**config.mk**
```make
export PLATFORM = sky130hd
export DESIGN_NAME = adaptive_acs_stage
export DESIGN_NICKNAME = d
export VERILOG_FILES = /design/src/rtl/adaptive_acs_stage.sv
export SDC_FILE = /design/constraint.sdc
export NUM_CORES = 1
export LEC_CHECK = 0
export BUFFER_PORTS_ARGS = -buffer_cell sky130_fd_sc_hd__buf_4
export CORE_MARGIN = 5
export CORE_UTILIZATION = 45
export CTS_BUF_LIST = sky130_fd_sc_hd__clkbuf_4
export CTS_CLUSTER_DIAMETER = 120
export DETAILED_ROUTE_END_ITERATION = 8
export HOLD_SLACK_MARGIN = 0.1
export PLACE_DENSITY = 0.7
export SYNTH_ARGS = -nofsm -noshare
export SYNTH_HDL_FRONTEND = slang
export SYNTH_SLANG_ARGS = --single-unit
```
**constraint.sdc**
```tcl
create_clock -name clk -period 15.5 [get_ports clk]
set_input_delay 3.1 -clock clk [delete_from_list [all_inputs] [get_ports clk]]
set_output_delay 3.1 -clock clk [all_outputs]
set_load 0.01 [all_outputs]
```
**src/rtl/adaptive_acs_stage.sv**
```systemverilog
module adaptive_acs_stage #(
  parameter int PMW = 8,
  parameter int THW = 8,
  localparam int NS = 4,
  localparam int CW = $clog2(NS + 1)
) (
  input  logic              clk,
  input  logic              rst_n,
  input  logic              in_valid,
  output logic              in_ready,
  input  logic [1:0]        sym,
  input  logic [THW-1:0]    thr,
  input  logic [CW-1:0]     nmax,
  output logic              out_valid,
  output logic [NS*PMW-1:0] pm_out,
  output logic [NS-1:0]     valid_out,
  output logic [NS-1:0]     dec_out
);
  localparam int SW = ((PMW > THW) ? PMW : THW) + 1;
  localparam logic [PMW-1:0] PMAX = '1;

  logic           busy, ov_q;
  logic [1:0]     sym_q;
  logic [THW-1:0] thr_q, teff;
  logic [CW-1:0]  nmax_q;
  logic [PMW-1:0] pm_q [NS];
  logic [NS-1:0]  val_q, dec_q;

  logic [PMW-1:0] dm;
  logic [PMW-1:0] cand [NS];
  logic [NS-1:0]  cval, cdec, pass;
  logic [CW-1:0]  npass;
  logic           fits;

  function automatic logic [1:0] bm_of(input logic [1:0] ns, input logic x, input logic [1:0] r);
    logic [1:0] e;
    e = {ns[1] ^ ns[0] ^ x, ns[1] ^ x} ^ r;
    return {1'b0, e[1]} + {1'b0, e[0]};
  endfunction

  function automatic logic [PMW-1:0] sat_add(input logic [PMW-1:0] a, input logic [1:0] b);
    logic [PMW:0] s;
    s = {1'b0, a} + (PMW+1)'(b);
    return s[PMW] ? PMAX : s[PMW-1:0];
  endfunction

  always_comb begin
    dm = PMAX;
    for (int i = 0; i < NS; i++)
      if (val_q[i] && pm_q[i] < dm) dm = pm_q[i];
  end

  always_comb begin
    logic [PMW-1:0] m0, m1;
    for (int s = 0; s < NS; s++) begin
      m0 = sat_add(pm_q[2*(s%2)],   bm_of(2'(s), 1'b0, sym_q));
      m1 = sat_add(pm_q[2*(s%2)+1], bm_of(2'(s), 1'b1, sym_q));
      cval[s] = val_q[2*(s%2)] | val_q[2*(s%2)+1];
      cdec[s] = val_q[2*(s%2)+1] & (~val_q[2*(s%2)] | (m1 < m0));
      cand[s] = !cval[s] ? PMAX : (cdec[s] ? m1 : m0);
      pass[s] = cval[s] && (SW'(cand[s]) < SW'(dm) + SW'(teff));
    end
  end

  assign npass     = CW'($countones(pass));
  assign fits      = npass <= nmax_q;
  assign in_ready  = !busy;
  assign out_valid = ov_q;
  assign valid_out = val_q;
  assign dec_out   = dec_q;

  always_comb
    for (int i = 0; i < NS; i++) pm_out[i*PMW +: PMW] = pm_q[i];

  always_ff @(posedge clk or negedge rst_n) begin
    if (!rst_n) begin
      busy   <= 1'b0;
      ov_q   <= 1'b0;
      sym_q  <= '0;
      thr_q  <= '0;
      teff   <= '0;
      nmax_q <= '0;
      val_q  <= NS'(1);
      dec_q  <= '0;
      for (int i = 0; i < NS; i++) pm_q[i] <= (i == 0) ? '0 : PMAX;
    end else begin
      ov_q <= 1'b0;
      if (!busy) begin
        if (in_valid) begin
          busy   <= 1'b1;
          sym_q  <= sym;
          thr_q  <= thr;
          teff   <= thr;
          nmax_q <= nmax;
        end
      end else if (fits) begin
        busy  <= 1'b0;
        ov_q  <= 1'b1;
        val_q <= pass;
        dec_q <= cdec & pass;
        for (int i = 0; i < NS; i++) pm_q[i] <= pass[i] ? cand[i] : PMAX;
      end else begin
        teff <= (teff >= THW'(2)) ? teff - THW'(2) : '0;
      end
    end
  end

  AST_SURV_CAP: assert property (@(posedge clk) disable iff (!rst_n)
    out_valid |-> $countones(valid_out) <= int'(nmax_q));

  AST_OUT_PULSE: assert property (@(posedge clk) disable iff (!rst_n)
    out_valid |=> !out_valid);

  AST_IDLE_HOLD: assert property (@(posedge clk) disable iff (!rst_n)
    (in_ready && !in_valid) |=> ($stable(pm_out) && $stable(valid_out) && $stable(dec_out) && !out_valid));

  for (genvar g = 0; g < NS; g++) begin : g_bound
    AST_PRUNE_BOUND: assert property (@(posedge clk) disable iff (!rst_n)
      (out_valid && valid_out[g]) |->
        (pm_q[g] >= $past(dm)) && (SW'(pm_q[g]) < SW'($past(dm)) + SW'(thr_q)));
    AST_DEAD_METRIC: assert property (@(posedge clk) disable iff (!rst_n)
      (out_valid && !valid_out[g]) |-> (pm_q[g] == PMAX) && !dec_out[g]);
  end
endmodule

```
==> impl_metrics.xml <==
<?xml version="1.0" encoding="UTF-8"?>
<metrics>
  <group name="status">
    <metric name="result_of_the_run" unit="">finished, final reports clean</metric>
  </group>
  <group name="synthesis">
    <metric name="synth_xor_xnor_area_share" unit="%">3.920</metric>
    <metric name="yosys.area_share.adder" unit="%">21.53</metric>
    <metric name="yosys.area_share.simple" unit="%">19.36</metric>
    <metric name="synth_compound_gate_area_share" unit="%">24.85</metric>
    <metric name="synth_top_family_by_area" unit="">compound AO/OA/AOI/OAI gates</metric>
    <metric name="ys_warn_count" unit="">0</metric>
    <metric name="synth_net_count" unit="">1004</metric>
    <metric name="syn_avg_cell_area" unit="µm²">8.208</metric>
    <metric name="sequential_fraction_of_the_synthesis_area" unit="%">19.69</metric>
    <metric name="post_synth_inst_count" unit="">871</metric>
    <metric name="ys_seq_elements" unit="">55</metric>
    <metric name="postSynth.topFlopCell" unit="">dfrtp_1</metric>
    <metric name="synth_cell_type_count" unit="">78</metric>
    <metric name="muxShareOfSynthArea" unit="%">3.465</metric>
    <metric name="postSynth.asyncResetShare" unit="%">100.0</metric>
    <metric name="synth_enable_flop_cells" unit="">0</metric>
    <metric name="netlist_area" unit="µm²">7149</metric>
  </group>
  <group name="clock_network">
    <metric name="ctsHoldBuffers" unit="">0</metric>
    <metric name="clock_tree_from_tritoncts" unit="">done</metric>
    <metric name="clock-root-buffer" unit="">clkbuf_4</metric>
    <metric name="cts_post_setup_buffers_inserted" unit="">0</metric>
    <metric name="cts_sinks" unit="">55</metric>
    <metric name="cts-root-to-sink-buffers" unit="">2</metric>
    <metric name="cts_htree_levels" unit="">2</metric>
    <metric name="cts_resized" unit="">0</metric>
    <metric name="tritoncts.num_buffers" unit="">5</metric>
    <metric name="worst_setup_hold_path_clk_slew" unit="ps">170</metric>
    <metric name="clock_insertion_delay_worst_skew" unit="ps">430</metric>
  </group>
  <group name="die">
    <metric name="pin_count" unit="">58</metric>
    <metric name="placement_rows" unit="">46</metric>
    <metric name="initial_standard_cell_utilization_of_the_core" unit="%">45.50</metric>
    <metric name="dieHeight" unit="µm">136.0</metric>
    <metric name="core-area" unit="µm²">15710</metric>
    <metric name="floorplan.die_area" unit="µm²">18510</metric>
    <metric name="die_span_in_x" unit="µm">136.0</metric>
  </group>
  <group name="timing">
    <metric name="final_hold_viol_count" unit="">0</metric>
    <metric name="worst_margin_slew" unit="ps">1190</metric>
    <metric name="final.period_utilization" unit="%">88.37</metric>
    <metric name="finalSetupTns" unit="ps">0</metric>
    <metric name="setup_ws" unit="ps">1803</metric>
    <metric name="timing.final.setup_violations" unit="">0</metric>
    <metric name="hold_ws" unit="ps">547.6</metric>
    <metric name="clock.fmax" unit="MHz">73.01</metric>
    <metric name="layout_min_cycle_time" unit="ps">13700</metric>
    <metric name="unrepaired_setup_endpoints_after_global_routing" unit="">no</metric>
    <metric name="relative_slew_margins" unit="%">19.66</metric>
    <metric name="slew_violations" unit="">0</metric>
    <metric name="worst_clock_skew" unit="ps">31.66</metric>
  </group>
  <group name="power">
    <metric name="p_per_area" unit="nW/µm²">135.9</metric>
    <metric name="worst_ir_drop_vdd" unit="mV">0.07906</metric>
    <metric name="p_clk_share" unit="%">6.9</metric>
    <metric name="power" unit="mW">1.039</metric>
    <metric name="p_sw_share" unit="%">52.09</metric>
    <metric name="combinationalPowerShare" unit="%">75.8</metric>
    <metric name="p_sw" unit="µW">541.4</metric>
    <metric name="leakagePower" unit="nW">3.529</metric>
    <metric name="share_seq_of_total_power" unit="%">17.2</metric>
    <metric name="power_internal" unit="µW">497.9</metric>
  </group>
  <group name="finish">
    <metric name="final_cell_mix" unit="">ha_1, nand2_1, nor2_1</metric>
    <metric name="mostFrequentLayoutCell" unit="">ha_1</metric>
    <metric name="fin_nets" unit="">1024</metric>
    <metric name="layout.core_utilization" unit="%">48.65</metric>
    <metric name="layout-area-overhead-vs-synth" unit="%">6.930</metric>
    <metric name="post_route_cells_drive_above_1_share" unit="%">13.34</metric>
    <metric name="antenna_cells" unit="">0</metric>
  </group>
  <group name="critical_path">
    <metric name="worst-path-max-fanout" unit="">43</metric>
    <metric name="timing.critical_path.from_type" unit="">register</metric>
    <metric name="worstSetupPathType" unit="">register to register</metric>
    <metric name="timing.critical_path.slowest_cell_delay" unit="ps">910</metric>
    <metric name="crit_arrival" unit="ps">14040</metric>
    <metric name="critical_path_required" unit="ps">15840</metric>
    <metric name="critical_path_endpoint_category" unit="">register</metric>
    <metric name="crit_path_frequent_cell" unit="">ha_1</metric>
    <metric name="critical_path.slowest_cell" unit="">dfstp_2</metric>
  </group>
  <group name="grt">
    <metric name="first_global_vias" unit="">6315</metric>
    <metric name="grt_pass1_wl" unit="µm">34210</metric>
    <metric name="largest_net_degree_at_the_start_of_global_routing" unit="">56</metric>
    <metric name="grt_usage" unit="%">23.54</metric>
    <metric name="antenna_found_initial" unit="">0</metric>
    <metric name="grt_remaining_overflow" unit="">0</metric>
  </group>
  <group name="route">
    <metric name="drc" unit="">0</metric>
    <metric name="routed_vias" unit="">6794</metric>
    <metric name="detail_route.iter0.violations" unit="">720</metric>
    <metric name="detail_route.wl_per_cell" unit="µm">19.73</metric>
    <metric name="final_routed_wirelength" unit="µm">21860</metric>
    <metric name="antenna_violating_nets_post_route" unit="">0</metric>
    <metric name="drt_first_pass_iters" unit="">5</metric>
    <metric name="detail_route.vias_per_cell" unit="">6.132</metric>
  </group>
  <group name="place">
    <metric name="dpl.hpwl" unit="µm">17310</metric>
    <metric name="dp_worst_setup_slack" unit="ps">1970</metric>
    <metric name="place.gp.congestion" unit="">0.9744</metric>
    <metric name="port_buffers" unit="">57</metric>
  </group>
  <group name="run">
    <metric name="cap_violations" unit="">0</metric>
  </group>
  <group name="worst_hold_path">
    <metric name="hp-class" unit="">register to register</metric>
  </group>
</metrics>
cells by family (layout without fill, tap and decap cells):
group | after synthesis | in the layout
flip-flops | 55 | 55
adder cells (fa/ha/maj) | 117 | 117
AO/OA/AOI/OAI | 257 | 257
multiplexers | 24 | 24
buffers and inverters | 108 | 129
XOR/XNOR | 32 | 32
AND/OR/NAND/NOR | 278 | 278
critical path, delay by kind of cell (launching register included):
| family | cells | cell delay (ps) |
|---|---|---|
| adder cells (fa/ha/maj) | 9 | 2750 |
| AO/OA/AOI/OAI | 22 | 5900 |
| flip-flops | 1 | 910 |
| XOR/XNOR | 1 | 330 |
| multiplexers | 2 | 650 |
| buffers and inverters | 6 | 1080 |
| AND/OR/NAND/NOR | 10 | 1960 |
layer usage:
metal	up-vias	global-route usage (%)	routed length (µm)
met5	-	0	0
met4	0	7.895	650
met3	51	3.590	1706
met2	300	36.05	9607
met1	3191	33.85	9895
li1	3252	-	-
sequential cells by signal, summed over array words and instances, names as in the netlist:
name / count
dec_out: 4
out_valid: 1
pm_out: 32
teff: 8
sym_q: 2
nmax_q: 3
valid_out: 4
busy: 1
synth_stat cells (all sizes together) (6+ instances only):
cell     number  area, µm²
a211oi        9      67.56
a21o         15      112.6
a21oi        65      325.3
a22oi         8      60.06
a2bb2oi       8      70.07
a31oi        12      75.07
a32oi        11      96.34
and2          7      43.79
and2b         6      52.55
and3          6      37.54
buf          16      120.1
clkbuf       30      156.4
dfrtp        30      750.7
dfstp        25      656.9
fa           10      200.2
ha          107       1339
inv          61      234.0
mux2          6      67.56
mux2i        18      180.2
nand2        80      300.3
nand2b       11      68.82
nand3        33      165.2
nand4         7      43.79
nor2         69      259.0
nor2b         8      50.05
nor3         13      65.06
o2111ai       6      52.55
o21ai        53      272.8
o22a          6      52.55
o32a         16      160.2
xnor2        18      157.7
xor2         14      122.6
per-stage QoR:
stage / area (µm²) / std cells
floorplan: 7149 / 871
global placement: 7586 / 1100
detailed placement: 7586 / 1100
CTS: 7645 / 1108
global route: 7645 / 1108
finish: 7645 / 1108
final timing paths:
path,start,endpoint,slack [ps],cells after the start
max in group asynchronous,rst_n,valid_out[2],12300,1
min in group asynchronous,rst_n,teff[1],2710,1
min,nmax_q[0],nmax_q[0],550,1
max,valid_out[0],pm_out[15],1800,50
max reg2reg,valid_out[0],pm_out[15],1800,50
min reg2reg,nmax_q[0],nmax_q[0],550,1
power groups by stage:
stage                     logic, mW  registers (mW)  clock network (mW)
final                         0.788           0.179              0.0721
after global routing          0.896           0.181              0.0772
after CTS                     0.774           0.178              0.0722
after detailed placement      0.769           0.181                   0
after global placement        0.757           0.181                   0
after floorplan               0.599           0.173                   0
area by class of cell:
cell class,count,area (µm²)
Clock buffer,5,37.54
Multi-Input combinational cell,708,5228
Fill cell,1547,8068
Tap cell,216,270.3
Timing Repair Buffer,59,442.9
Inverter,62,237.7
Sequential cell,55,1408
Clock inverter,3,21.27
(Power assumes the default switching activity.)
